`config.mk`:
```
export PLATFORM = sky130hd
export DESIGN_NAME = bus_strobe_decoder
export DESIGN_NICKNAME = d
export VERILOG_FILES = /design/src/rtl/bsd_pkg.sv /design/src/rtl/bsd_seq.sv /design/src/rtl/bsd_addr_latch.sv /design/src/rtl/bsd_parity.sv /design/src/rtl/bus_strobe_decoder.sv
export SDC_FILE = /design/constraint.sdc
export NUM_CORES = 1
export LEC_CHECK = 0
export ABC_AREA = 1
export BUFFER_PORTS_ARGS = -buffer_cell sky130_fd_sc_hd__buf_4
export CELL_PAD_IN_SITES_DETAIL_PLACEMENT = 1
export CELL_PAD_IN_SITES_GLOBAL_PLACEMENT = 2
export CORE_UTILIZATION = 22
export DETAILED_ROUTE_END_ITERATION = 7
export PLACE_DENSITY = 0.83
export SETUP_SLACK_MARGIN = 0.05
export SLEW_MARGIN = 0
export SYNTH_ARGS = -nofsm -noshare
export SYNTH_HDL_FRONTEND = slang
export SYNTH_HIERARCHICAL = 1
export SYNTH_SLANG_ARGS = --single-unit
```
`constraint.sdc`:
```
create_clock -name clk -period 1.3 [get_ports clk]
set_input_delay 0.26 -clock clk [delete_from_list [all_inputs] [get_ports clk]]
set_output_delay 0.26 -clock clk [all_outputs]
set_load 0.03 [all_outputs]
```
`src/rtl/bsd_pkg.sv`:
```
package bsd_pkg;
    typedef enum logic [1:0] {
        ST_IDLE,
        ST_LATCH,
        ST_ARMED,
        ST_ACTIVE
    } bsd_state_e;

    typedef struct packed {
        logic io;
        logic wr;
    } cyc_kind_t;
endpackage

```
`src/rtl/bsd_seq.sv`:
```
module bsd_seq
    import bsd_pkg::*;
(
    input  logic clk,
    input  logic rst_n,
    input  logic addr_stb,
    input  logic data_stb_n,
    output logic latch_en,
    output logic enter_active,
    output logic data_phase
);
    bsd_state_e state_q, state_d;

    always_ff @(posedge clk or negedge rst_n) begin
        if (!rst_n) state_q <= ST_IDLE;
        else        state_q <= state_d;
    end

    always_comb begin
        state_d = state_q;
        unique case (state_q)
            ST_IDLE:   if (addr_stb) state_d = ST_LATCH;
            ST_LATCH:  if (!addr_stb) state_d = ST_ARMED;
            ST_ARMED: begin
                if (addr_stb)         state_d = ST_LATCH;
                else if (!data_stb_n) state_d = ST_ACTIVE;
            end
            ST_ACTIVE: if (data_stb_n) state_d = ST_IDLE;
            default:   state_d = ST_IDLE;
        endcase
    end

    always_comb begin
        latch_en     = addr_stb && (state_q != ST_ACTIVE);
        enter_active = (state_q == ST_ARMED) && !addr_stb && !data_stb_n;
        data_phase   = (state_q == ST_ACTIVE);
    end
endmodule

```
`src/rtl/bsd_addr_latch.sv`:
```
module bsd_addr_latch
    import bsd_pkg::*;
#(
    parameter int DW = 16
) (
    input  logic          clk,
    input  logic          rst_n,
    input  logic          latch_en,
    input  logic [DW-1:0] bus_i,
    input  logic          io_i,
    input  logic          wr_i,
    output logic [DW-1:0] addr_q,
    output cyc_kind_t     kind_q
);
    always_ff @(posedge clk or negedge rst_n) begin
        if (!rst_n) begin
            addr_q <= '0;
            kind_q <= '0;
        end else if (latch_en) begin
            addr_q    <= bus_i;
            kind_q.io <= io_i;
            kind_q.wr <= wr_i;
        end
    end
endmodule

```
`src/rtl/bsd_parity.sv`:
```
module bsd_parity #(
    parameter int DW = 16
) (
    input  logic          clk,
    input  logic          rst_n,
    input  logic          clear,
    input  logic          sample,
    input  logic [DW-1:0] data_i,
    input  logic          par_i,
    output logic          par_gen,
    output logic          err_q
);
    // odd parity: generated bit makes total ones odd
    assign par_gen = ~^data_i;

    always_ff @(posedge clk or negedge rst_n) begin
        if (!rst_n)      err_q <= 1'b0;
        else if (clear)  err_q <= 1'b0;
        else if (sample) err_q <= ~^{data_i, par_i};
    end
endmodule

```
`src/rtl/bus_strobe_decoder.sv`:
```
module bus_strobe_decoder
    import bsd_pkg::*;
#(
    parameter int          DW        = 16,
    parameter logic [15:0] INTA_ADDR = 16'h1000,
    parameter logic [15:0] CFG_ADDR  = 16'h8410,
    parameter logic [15:0] CTRL_ADDR = 16'h8420
) (
    input  logic          clk,
    input  logic          rst_n,
    input  logic          addr_stb,
    input  logic          data_stb_n,
    input  logic          cyc_io,
    input  logic          cyc_wr,
    input  logic          strobe_en_n,
    input  logic [DW-1:0] bus_i,
    output logic [DW-1:0] bus_o,
    output logic          bus_oe,
    input  logic          par_i,
    output logic          par_o,
    output logic          par_oe,
    output logic [DW-1:0] addr_o,
    output logic          addr_oe,
    output logic          mem_rd_n,
    output logic          mem_wr_n,
    output logic          io_rd_n,
    output logic          io_wr_n,
    output logic          strb_oe,
    output logic          int_ack_n,
    output logic          cfg_rd_n,
    output logic          par_err
);
    localparam int CW = 2;
    localparam logic [DW-1:0] INTA_A = DW'(INTA_ADDR);
    localparam logic [DW-1:0] CFG_A  = DW'(CFG_ADDR);
    localparam logic [DW-1:0] CTRL_A = DW'(CTRL_ADDR);

    logic      latch_en, enter_active, data_phase;
    cyc_kind_t kind_q;
    logic [CW-1:0] ctrl_q;
    logic      hit_ctrl, hit_inta, hit_cfg, par_sample;

    bsd_seq u_seq (
        .clk          (clk),
        .rst_n        (rst_n),
        .addr_stb     (addr_stb),
        .data_stb_n   (data_stb_n),
        .latch_en     (latch_en),
        .enter_active (enter_active),
        .data_phase   (data_phase)
    );

    bsd_addr_latch #(.DW(DW)) u_latch (
        .clk      (clk),
        .rst_n    (rst_n),
        .latch_en (latch_en),
        .bus_i    (bus_i),
        .io_i     (cyc_io),
        .wr_i     (cyc_wr),
        .addr_q   (addr_o),
        .kind_q   (kind_q)
    );

    assign hit_ctrl   = kind_q.io && (addr_o == CTRL_A);
    assign hit_inta   = kind_q.io && (addr_o == INTA_A);
    assign hit_cfg    = kind_q.io && (addr_o == CFG_A);
    assign par_sample = enter_active && !kind_q.wr && !hit_ctrl;

    bsd_parity #(.DW(DW)) u_par (
        .clk     (clk),
        .rst_n   (rst_n),
        .clear   (latch_en),
        .sample  (par_sample),
        .data_i  (bus_i),
        .par_i   (par_i),
        .par_gen (par_o),
        .err_q   (par_err)
    );

    // float-enable register: bit0 address, bit1 strobes
    always_ff @(posedge clk or negedge rst_n) begin
        if (!rst_n)
            ctrl_q <= '0;
        else if (enter_active && hit_ctrl && kind_q.wr)
            ctrl_q <= bus_i[CW-1:0];
    end

    always_comb begin
        mem_rd_n  = !(data_phase && !kind_q.io && !kind_q.wr);
        mem_wr_n  = !(data_phase && !kind_q.io &&  kind_q.wr);
        io_rd_n   = !(data_phase &&  kind_q.io && !kind_q.wr);
        io_wr_n   = !(data_phase &&  kind_q.io &&  kind_q.wr);
        int_ack_n = !(data_phase && hit_inta && kind_q.wr);
        cfg_rd_n  = !(data_phase && hit_cfg && !kind_q.wr);
        bus_oe    = data_phase && hit_ctrl && !kind_q.wr;
        bus_o     = {{(DW-CW){1'b0}}, ctrl_q};
        par_oe    = data_phase && kind_q.wr;
        addr_oe   = !(strobe_en_n && ctrl_q[0]);
        strb_oe   = !(strobe_en_n && ctrl_q[1]);
    end
endmodule

```
==> results.md, run 1 <==
- Final worst setup slack: -0.277 ns
- Cell chosen for the clock root: sky130_fd_sc_hd__clkbuf_8
- Top fanout value on the critical path: 2
- Final period demand of the worst path: 1.58 ns
- Nature of the critical path endpoint: output pin
- Worst R2R Path Depth: 9
- Largest net degree at the start of global routing: 24
- Initial core utilization: 0.232
- FF-to-FF setup slack: -0.12 ns
- Total core area: 7410 sq um
- Avg Inst Size Synth: 6.76 sq um
- Max-Cap Viols: 0
- Initial antenna violation count: 0
- Final non-filler cell total: 457
- GRT Total Usage: 0.128
- Dpl cells: 443
- Final instance area: 3080 sq um
- DP Worst Slack: -0.326 ns
- Most frequent cell after synthesis: sky130_fd_sc_hd__nand2_1
- Number of levels the H-tree was split into: 1
- Avg Vias per Cell: 4.06
- Clock input transition at the sequential cells of the worst setup and hold paths: 0.08 ns
- Required time reported for the critical path endpoint: 1.04 ns
- Max rail drop VDD: 379 uV
- Diodes inserted: 0
- Path class of the lowest-slack min-delay path: in2reg
- Post-synth EDFFs: 0
- Fraction of the cycle the final worst path needs: 1.21
- Upper clock frequency limit: 634 MHz
- Final Hold Viols: 0
- Number of fill cells: 918
- Routability cong.: 0.744
- Ratio of total power to cell area: 1170 nW/um^2
- Utilization after layout: 0.416
- Width of the die: 90.3 microns
- Number of port buffers: 53
- Final setup vio count: 29
- Final Max Tran Viols: 0
- Hold path depth: 3
- Worst hold endpoint: u_latch/kind_q[0]
- Total via count in the routed design: 1854
- CP arrival: 1.32 ns
- Gate count of the mapped netlist: 254
- Capture instance of the worst register-to-register path: u_latch/addr_q[7]
- Number of iterations in the first detailed-routing pass: 4
- Antenna Violating Nets Remaining: 0
- Height of the die: 90.3 microns
- Sequential share of the synthesized area: 0.335
- Synth top area cells: sky130_fd_sc_hd__dfrtp_1 (34%), sky130_fd_sc_hd__nand2_1 (26%), sky130_fd_sc_hd__xnor2_1 (8.7%), sky130_fd_sc_hd__buf_4 (6.6%), sky130_fd_sc_hd__inv_1 (5.7%)
- Layout overhead on the synthesized area: 79.4%
- Fraction of layout cells with a size suffix above 1: 0.525
- DP Wirelength: 4140 microns
- Violations in the final reports: setup timing
- Num Clock Sinks: 23
- Routed wire length: 5400 microns
- Worst min-delay path startpoint: cyc_wr
- Total clock buffers created by CTS: 3
- Leakage Power: 1.63 nW
- Final Skew: 0.00833 ns
- Ports placed on the boundary: 68
- Top-area cell type share of the netlist area: 0.335
- Placed Instance Area: 2530 sq um
- CTS tree: yes
- Maximum buffer depth of the clock tree: 2
- Clk Latency, worst-skew pair: 0.26 ns
- Global-route wire length before repair: 8610 microns
- Total overflow reported by the global router: 0
- Total number of nets in the final design: 383
- Average detailed-routed wire length per instance: 11.8 microns
- Ys async rst share: 1.00
- Number of global-route vias before repair: 1900
- Result of the run: finished, violations left
- Library cell occupying the most area in the post-synthesis netlist: sky130_fd_sc_hd__dfrtp_1
- Most common flop cell mapped by yosys: sky130_fd_sc_hd__dfrtp_1
- Die area: 8160 sq um
- Yosys synthesis warning count: 6
- Total standard cell area after synthesis: 1720 sq um
- Leading cell types by count after synthesis: sky130_fd_sc_hd__nand2_1 (119), sky130_fd_sc_hd__inv_1 (26), sky130_fd_sc_hd__dfrtp_1 (23)
- Number of distinct standard cells referenced by the synthesized netlist: 22
- DRC Markers: 0
- Sort of element at the start of the critical path: flop
- Launching point of the worst reg2reg path: u_seq/state_q[0]
- Number of placement rows: 31
- Initial drt markers: 64
- #FFs+latches synth: 23
- Classification of the worst setup path: reg2out
- Unrepaired setup endpoints after global routing: yes
-- metal layers --
| layer | global-route usage | wire length, microns | vias to the layer above |
|---|---|---|---|
| li1 | - | - | 938 |
| met1 | 0.155 | 2290 | 878 |
| met2 | 0.243 | 2950 | 36 |
| met3 | 0.00505 | 121 | 2 |
| met4 | 0.0363 | 42 | 0 |
| met5 | 0 | 0 | - |
-- timing repair --
action | CTS | global route
gates resized for setup | 52 | 51
setup endpoints to repair | 30 | 40
endpoints found under the hold margin | 23 | 0
hold buffers | 1 | 0
buffers inserted | 6 | 5
pin swaps | 17 | 26
gates cloned | 1 | 1
-- worst max path at each step --
stage	slack, ns	end	startpoint	depth (start not counted)
finish	-0.28	bus_oe	u_latch/addr_q[2]	6
global placement	-0.33	par_o	bus_i[0]	7
floorplan	-0.12	cfg_rd_n	u_latch/addr_q[13]	4
detailed placement	-0.33	par_o	bus_i[0]	7
global route	-0.35	cfg_rd_n	u_latch/addr_q[2]	5
CTS	-0.27	int_ack_n	u_latch/addr_q[14]	5
-- cell families after synthesis --
logic type / share of synthesized area
flip-flops: 0.335
buffers and inverters: 0.149
other: 0.00218
AO/OA/AOI/OAI: 0.00583
XOR/XNOR: 0.107
AND/OR/NAND/NOR: 0.401
-- cells in the final DEF, fill, tap and decap left out, types with 3 or more instances in the layout --
| master | count |
|---|---|
| sky130_fd_sc_hd__xnor2_2 | 11 |
| sky130_fd_sc_hd__nand4_1 | 4 |
| sky130_fd_sc_hd__conb_1 | 14 |
| sky130_fd_sc_hd__inv_1 | 23 |
| sky130_fd_sc_hd__nand3_2 | 3 |
| sky130_fd_sc_hd__buf_4 | 61 |
| sky130_fd_sc_hd__xnor2_1 | 4 |
| sky130_fd_sc_hd__nand3_1 | 7 |
| sky130_fd_sc_hd__nor2_2 | 5 |
| sky130_fd_sc_hd__dfrtp_2 | 17 |
| sky130_fd_sc_hd__inv_2 | 3 |
| sky130_fd_sc_hd__nor2_4 | 9 |
| sky130_fd_sc_hd__dfrtp_1 | 6 |
| sky130_fd_sc_hd__clkbuf_8 | 3 |
| sky130_fd_sc_hd__buf_6 | 39 |
| sky130_fd_sc_hd__nor2_1 | 4 |
| sky130_fd_sc_hd__nand2_2 | 19 |
| sky130_fd_sc_hd__nand2_1 | 103 |
-- sequential cells by signal (all words and copies together), names as in the netlist --
register,cells
u_latch/kind_q,2
u_seq/state_q,2
u_latch/addr_q,16
u_par/err_q,1
ctrl_q,2
-- critical path: stages, from the launching register on --
cell                      delay [ns]
sky130_fd_sc_hd__dfrtp_2        0.44
sky130_fd_sc_hd__nor2_4         0.14
sky130_fd_sc_hd__nand2_2        0.08
sky130_fd_sc_hd__nor2_4         0.12
sky130_fd_sc_hd__nand2_2        0.07
sky130_fd_sc_hd__nor2_4         0.08
sky130_fd_sc_hd__buf_6          0.13
-- power breakdown --
group	internal [W]	total [W]	switching, W
sequential	0.000878	0.00106	0.000180
clock	0.000218	0.000439	0.000221
combinational	0.000983	0.00211	0.00113
-- metrics by stage --
stage               hold WS (ns)  total power (W)  setup TNS, ns
finish                     0.196          0.00361          -3.43
global route               0.213          0.00384          -5.70
CTS                        0.195          0.00339          -1.75
detailed placement         0.172          0.00272         -0.807
global placement           0.171          0.00268         -0.583
floorplan                -0.0356          0.00204         -0.281
-- layout make-up --
class	instances	area, sq um	share of cell area
Tap cell	99	124	0.0402
Inverter	29	121	0.0394
Timing Repair Buffer	104	942	0.306
Clock buffer	4	45.0	0.0146
Sequential cell	23	597	0.194
Multi-Input combinational cell	198	1250	0.406
(Power assumes the default switching activity.)
==> run 2: changes to the inputs <==
--- a/config.mk
+++ b/config.mk
@@ -5,11 +5,10 @@
 export SDC_FILE = /design/constraint.sdc
 export NUM_CORES = 1
 export LEC_CHECK = 0
-export ABC_AREA = 1
 export BUFFER_PORTS_ARGS = -buffer_cell sky130_fd_sc_hd__buf_4
 export CELL_PAD_IN_SITES_DETAIL_PLACEMENT = 1
 export CELL_PAD_IN_SITES_GLOBAL_PLACEMENT = 2
-export CORE_UTILIZATION = 22
+export CORE_UTILIZATION = 24
 export DETAILED_ROUTE_END_ITERATION = 7
 export PLACE_DENSITY = 0.83
 export SETUP_SLACK_MARGIN = 0.05
==> results.md, run 2 <==
- FF-to-FF setup slack: -0.51 ns (-0.39 ns)
- Total via count in the routed design: 1222 (-34%)
- Top fanout value on the critical path: 2 (unchanged)
- Layout overhead on the synthesized area: 100%
- Num Clock Sinks: 23 (unchanged)
- Hold WS: 0.217 ns (+0.0204 ns)
- #FFs+latches synth: 23 (unchanged)
- Total overflow reported by the global router: 0 (unchanged)
- Number of placement rows: 27 (-13%)
- Ports placed on the boundary: 68 (unchanged)
- Most common flop cell mapped by yosys: sky130_fd_sc_hd__dfrtp_1
- DP Wirelength: 2920 microns (-29%)
- Total number of nets in the final design: 244 (-36%)
- Result of the run: finished, violations left
- Total design power: 0.00391 W (+8.4%)
- Library cell occupying the most area in the post-synthesis netlist: sky130_fd_sc_hd__dfrtp_1
- Launching point of the worst reg2reg path: u_latch/addr_q[4]
- Largest net degree at the start of global routing: 24 (unchanged)
- Nature of the critical path endpoint: output pin
- Worst min-delay path startpoint: cyc_io
- Width of the die: 77.4 microns (-14%)
- Sort of element at the start of the critical path: flop
- Top-area cell type share of the netlist area: 0.422 (+0.0864)
- Leading cell type in the layout, fill and taps excluded: sky130_fd_sc_hd__buf_6
- Maximum buffer depth of the clock tree: 2 (unchanged)
- Post-synth EDFFs: 0 (unchanged)
- Total standard cell area after synthesis: 1370 sq um (-20%)
- Leading cell types by count after synthesis: sky130_fd_sc_hd__dfrtp_1 (23), sky130_fd_sc_hd__buf_4 (14), sky130_fd_sc_hd__xnor2_1 (13)
- Worst hold endpoint: u_latch/kind_q[1]
- Final worst setup slack: -0.691 ns (-0.414 ns)
- Global-route wire length before repair: 6820 microns (-21%)
- Routed wire length: 4440 microns (-18%)
- Most frequent cell after synthesis: sky130_fd_sc_hd__dfrtp_1
- Unrepaired setup endpoints after global routing: yes
- Avg Vias per Cell: 4.20 (+3.5%)
- Avg Inst Size Synth: 12.1 sq um (+79%)
- Clock input transition at the sequential cells of the worst setup and hold paths: 0.09 ns (about the same)
- Height of the die: 77.4 microns (-14%)
- Launch point of the worst path: u_latch/addr_q[2]
- Fraction of the cycle the final worst path needs: 1.53 (+0.319)
- Flip-flop count of the largest register, all copies and words added: 16 (unchanged)
- Max-Cap Viols: 0 (unchanged)
- Cell chosen for the clock root: sky130_fd_sc_hd__clkbuf_8
- Ys async rst share: 1.00 (unchanged)
- Path class of the lowest-slack min-delay path: in2reg
- Fraction of layout cells with a size suffix above 1: 0.763 (+0.237)
- Initial antenna violation count: 0 (unchanged)
- Violations in the final reports: setup timing
- Capture instance of the worst register-to-register path: ctrl_q[0]
- Diodes inserted: 0 (unchanged)
- Total clock buffers created by CTS: 3 (unchanged)
- Number of iterations in the first detailed-routing pass: 4 (unchanged)
- Classification of the worst setup path: reg2out
- Initial core utilization: 0.248 (+0.0162)
- Clk Latency, worst-skew pair: 0.27 ns (about the same)
- Combined flip-flop and latch cell area: 583 sq um (-2.3%)
- Number of distinct standard cells referenced by the synthesized netlist: 28 (+27%)
- Max rail drop VDD: 700 uV (+85%)
- Final Hold Viols: 0 (unchanged)
- Number of levels the H-tree was split into: 1 (unchanged)
- Number of global-route vias before repair: 1336 (-30%)
- GRT Total Usage: 0.148 (+0.0201)
- Routability cong.: 0.738 (-0.78%)
- Average detailed-routed wire length per instance: 15.2 microns (+29%)
- Highest-count cells in the layout ignoring fill and taps: sky130_fd_sc_hd__buf_6 (53), sky130_fd_sc_hd__buf_4 (50), sky130_fd_sc_hd__mux2_4 (19)
- Upper clock frequency limit: 502 MHz (-21%)
- Antenna Violating Nets Remaining: 0 (unchanged)
- Number of fill cells: 579 (-37%)
- CP arrival: 1.73 ns (+0.41 ns)
- Die area: 5990 sq um (-27%)
- DRC Markers: 0 (unchanged)
- Register bank with the most flops: u_latch/addr_q
- Initial drt markers: 10 (-84%)
- Synth top area cells: sky130_fd_sc_hd__dfrtp_1 (42%), sky130_fd_sc_hd__mux2_4 (11%), sky130_fd_sc_hd__xnor2_1 (8.3%), sky130_fd_sc_hd__mux2_2 (8.2%), sky130_fd_sc_hd__buf_4 (7.7%)
- Gate count of the mapped netlist: 113 (-56%)
- Leakage Power: 1.31 nW (-20%)
- Hold path depth: 2 (-1)
- CTS tree: yes
- Final setup vio count: 32 (+10%)
- Final Max Tran Viols: 0 (unchanged)
- Sequential share of the synthesized area: 0.422 (+0.0864)
- Area taken by multi-input logic gates: 1000 sq um (-20%)
- Final period demand of the worst path: 1.99 ns (+0.414 ns)
- Number of port buffers: 53 (unchanged)
- Yosys synthesis warning count: 6 (unchanged)
- Worst R2R Path Depth: 5 (-4)
- Final Skew: 0.00303 ns (-0.00530 ns)
- Ratio of total power to cell area: 1430 nW/um^2 (+22%)
- Total core area: 5510 sq um (-26%)
- Required time reported for the critical path endpoint: 1.04 ns (about the same)
==> run 2: worst max path at each step <==
stage | to | slack (ns)
floorplan | bus_oe | -0.36
global placement | bus_oe | -0.51
detailed placement | bus_oe | -0.52
CTS | bus_oe | -0.77
global route | bus_oe | -0.77
finish | bus_oe | -0.69
==> run 2: worst max-delay path, cell delays in order, from the launching register on <==
cell and delay, ns:
sky130_fd_sc_hd__dfrtp_2 0.43, sky130_fd_sc_hd__nor4b_4 0.32, sky130_fd_sc_hd__nand3_2 0.14, sky130_fd_sc_hd__nor4_4 0.27
sky130_fd_sc_hd__and2_4 0.19, sky130_fd_sc_hd__buf_6 0.12
==> run 2: layer usage <==
layer  vias to the layer above  global-route usage  routed length [microns]
met4                         0              0.0226                       19
met2                        37               0.256                     2320
li1                        572                   -                        -
met1                       611               0.192                     1930
met5                         -                   0                        0
met3                         2              0.0306                      169
==> run 2: metrics by stage <==
step,setup WS (ns),cells,cell area [sq um],utilization,TNS (ns)
floorplan,-0.357,126,1470,-,-2.21
global placement,-0.506,273,2100,0.382,-3.56
detailed placement,-0.520,273,2100,0.382,-3.80
CTS,-0.768,288,2520,0.459,-7.70
global route,-0.771,291,2730,0.496,-9.76
finish,-0.691,291,2730,0.496,-8.52
==> run 2: final cells by class <==
cell class	count	share of cell area
Sequential cell	23	0.213
Clock inverter	1	0.00183
Inverter	3	0.00412
Tap cell	72	0.0330
Clock buffer	3	0.0151
Multi-Input combinational cell	84	0.367
Timing Repair Buffer	105	0.365
==> run 2: power by group <==
group / total, W / internal (W) / switching [W]
clock: 0.000463 / 0.000214 / 0.000248
sequential: 0.00107 / 0.000882 / 0.000188
combinational: 0.00238 / 0.00133 / 0.00106
total: 0.00391 / 0.00242 / 0.00149
==> run 2: repair_timing <==
item,in CTS,in global routing
setup buffers,9,7
hold buffers,1,0
resized for setup,66,36
pin swaps,16,17
cloned,2,0
endpoints found under the hold margin,23,0
setup endpoints to repair,33,47
==> run 2: kinds of logic after synthesis <==
group | share of synthesized area
buffers and inverters | 0.108
AO/OA/AOI/OAI | 0.0284
XOR/XNOR | 0.114
flip-flops | 0.422
AND/OR/NAND/NOR | 0.126
multiplexers | 0.200
other | 0.00275
==> run 3: changes to the inputs <==
--- a/config.mk
+++ b/config.mk
@@ -11,7 +11,6 @@
 export CORE_UTILIZATION = 24
 export DETAILED_ROUTE_END_ITERATION = 7
 export PLACE_DENSITY = 0.83
-export SETUP_SLACK_MARGIN = 0.05
 export SLEW_MARGIN = 0
 export SYNTH_ARGS = -nofsm -noshare
 export SYNTH_HDL_FRONTEND = slang
==> results.md, run 3 (synthesized netlist as in run 2, its figures left out) <==
- Initial core utilization: 0.248 (unchanged)
- Antenna Violating Nets Remaining: 0 (unchanged)
- Number of port buffers: 53 (unchanged)
- GRT Total Usage: 0.145 (-0.00256)
- Largest net degree at the start of global routing: 24 (unchanged)
- Worst R2R Path Depth: 5 (unchanged)
- Final Skew: 0.00199 ns (-0.00104 ns)
- Highest-count cells in the layout ignoring fill and taps: sky130_fd_sc_hd__buf_4 (65), sky130_fd_sc_hd__buf_6 (29), sky130_fd_sc_hd__mux2_4 (19)
- Share of total power consumed by net switching: 0.382 (+0.000659)
- Initial drt markers: 19 (+9)
- Layout overhead on the synthesized area: 87.7%
- Final Max Tran Viols: 0 (unchanged)
- Initial antenna violation count: 0 (unchanged)
- Diodes inserted: 0 (unchanged)
- Proportion of power drawn by combinational gates: 0.597 (-0.011)
- Max-Cap Viols: 0 (unchanged)
- DRC Markers: 0 (unchanged)
- FF-to-FF setup slack: -0.48 ns (+0.03 ns)
- Routed wire length: 4390 microns (-0.92%)
- Number of fill cells: 597 (+3.1%)
- Sort of element at the start of the critical path: flop
- Leakage Power: 1.24 nW (-5.5%)
- Total overflow reported by the global router: 0 (unchanged)
- Result of the run: finished, violations left
- Max rail drop VDD: 486 uV (-31%)
- Violations in the final reports: setup timing
- Num Clock Sinks: 23 (unchanged)
- Number of placement rows: 27 (unchanged)
- Final Hold Viols: 0 (unchanged)
- Fraction of the cycle the final worst path needs: 1.56 (+0.0253)
- Total core area: 5510 sq um (unchanged)
- Top fanout value on the critical path: 2 (unchanged)
- DP Wirelength: 2800 microns (-4.1%)
- Ports placed on the boundary: 68 (unchanged)
- Total number of nets in the final design: 238 (-2.5%)
- Average detailed-routed wire length per instance: 15.4 microns (+1.2%)
- Height of the die: 77.4 microns (unchanged)
- CTS tree: yes
- Total clock buffers created by CTS: 3 (unchanged)
- Leading cell type in the layout, fill and taps excluded: sky130_fd_sc_hd__buf_4
- Maximum buffer depth of the clock tree: 2 (unchanged)
- Nature of the critical path endpoint: output pin
- Launch point of the worst path: u_latch/addr_q[3]
- Net switching power of the design: 0.00142 W (-4.6%)
- Avg Vias per Cell: 4.11 (-2.2%)
- Final setup vio count: 30 (-6.3%)
- Global-route wire length before repair: 6700 microns (-1.8%)
- Number of global-route vias before repair: 1266 (-5.2%)
- Die area: 5990 sq um (unchanged)
- Power Internal: 0.00230 W (-4.9%)
- Clk Latency, worst-skew pair: 0.26 ns (about the same)
- Total via count in the routed design: 1170 (-4.3%)
- Path class of the lowest-slack min-delay path: in2reg
- Cell chosen for the clock root: sky130_fd_sc_hd__clkbuf_8
- Routability cong.: 0.729 (-1.2%)
- Hold path depth: 2 (unchanged)
- Width of the die: 77.4 microns (unchanged)
- CP arrival: 1.76 ns (+0.03 ns)
- Flip-flop count of the largest register, all copies and words added: 16 (unchanged)
- Required time reported for the critical path endpoint: 1.04 ns (about the same)
- Fraction of power consumed by the clock network: 0.119 (about the same)
- Number of levels the H-tree was split into: 1 (unchanged)
- Number of iterations in the first detailed-routing pass: 4 (unchanged)
- Ratio of total power to cell area: 1450 nW/um^2 (+1.5%)
- Final worst setup slack: -0.724 ns (-0.0329 ns)
- Utilization after layout: 0.465 (-0.0307)
- Fraction of layout cells with a size suffix above 1: 0.737 (-0.0255)
- Termination of the worst setup path: bus_oe
- Launching point of the worst reg2reg path: u_latch/addr_q[11]
- Clock input transition at the sequential cells of the worst setup and hold paths: 0.08 ns (about the same)
- Final period demand of the worst path: 2.02 ns (+0.0329 ns)
- Hold WS: 0.234 ns (+0.0174 ns)
- Capture instance of the worst register-to-register path: ctrl_q[0]
- Upper clock frequency limit: 494 MHz (-1.6%)
- Part of the total power dissipated in sequential elements: 0.285 (+0.012)
- Classification of the worst setup path: reg2out
- Unrepaired setup endpoints after global routing: yes
- Register bank with the most flops: u_latch/addr_q
-- run 3: cell count changes in the layout (fill, tap and decap cells not counted), sizes merged --
cell,delta
buf,-7
clkbuf,+1
-- run 3: layout make-up --
type                    count  area [sq um]  share of cell area
multi-input cells          84           912               0.356
clock buffers               3          41.3              0.0161
repair buffers             99           917               0.358
clock inverters             1          5.00             0.00195
well taps                  72          90.1              0.0352
inverters                   3          11.3             0.00439
flip-flops and latches     23           586               0.229
-- run 3: per-layer routing --
metal  up-vias  part of all wire  global-route usage
li1        561                 -                   -
met1       570              0.42               0.186
met2        37              0.53               0.258
met3         2             0.039              0.0212
met4         0            0.0025              0.0283
met5         -                 0                   0
-- run 3: worst min-delay path by stage --
stage	start	to	slack, ns
after floorplan	rst_n	ctrl_q[0]	-0.04
after global placement	rst_n	u_latch/addr_q[10]	0.17
after detailed placement	rst_n	u_latch/addr_q[10]	0.18
after CTS	cyc_wr	u_latch/kind_q[0]	0.23
after global routing	bus_i[10]	u_latch/addr_q[10]	0.22
final	bus_i[15]	u_latch/addr_q[15]	0.23
-- run 3: what timing repair did --
item                                    4_1_cts  5_1_grt
gates cloned                                  2        1
hold buffers                                  1        0
endpoints found under the setup margin       30       31
pin swaps                                    13       13
gates resized for setup                      45       23
hold endpoints to repair                     23        0
setup buffers                                 9        6
-- run 3: per-stage QoR --
stage | area [sq um] | setup WS (ns) | TNS, ns | total power [W] | std cells
final | 2560 | -0.724 | -9.39 | 0.00373 | 285
after global routing | 2560 | -0.815 | -10.94 | 0.00391 | 285
after CTS | 2420 | -0.769 | -8.98 | 0.00360 | 280
after detailed placement | 2050 | -0.534 | -4.25 | 0.00276 | 264
after global placement | 2050 | -0.474 | -3.69 | 0.00273 | 264
after floorplan | 1470 | -0.357 | -2.21 | 0.00204 | 126
-- run 3: worst max-delay path, stage by stage, from the launching register on --
cell and delay (ns):
sky130_fd_sc_hd__dfrtp_2 0.43, sky130_fd_sc_hd__nor4b_4 0.33, sky130_fd_sc_hd__nand3_2 0.18, sky130_fd_sc_hd__nor4_4 0.26, sky130_fd_sc_hd__and2_4 0.18, sky130_fd_sc_hd__buf_6 0.12
-- run 3: power by group through the flow --
stage / Sequential, W / Clock, W / Combinational (W)
after floorplan: 0.00130 / 0 / 0.000739
final: 0.00106 / 0.000443 / 0.00222
after global routing: 0.00108 / 0.000492 / 0.00234
after global placement: 0.000994 / 0 / 0.00173
after CTS: 0.00103 / 0.000456 / 0.00212
after detailed placement: 0.00101 / 0 / 0.00175
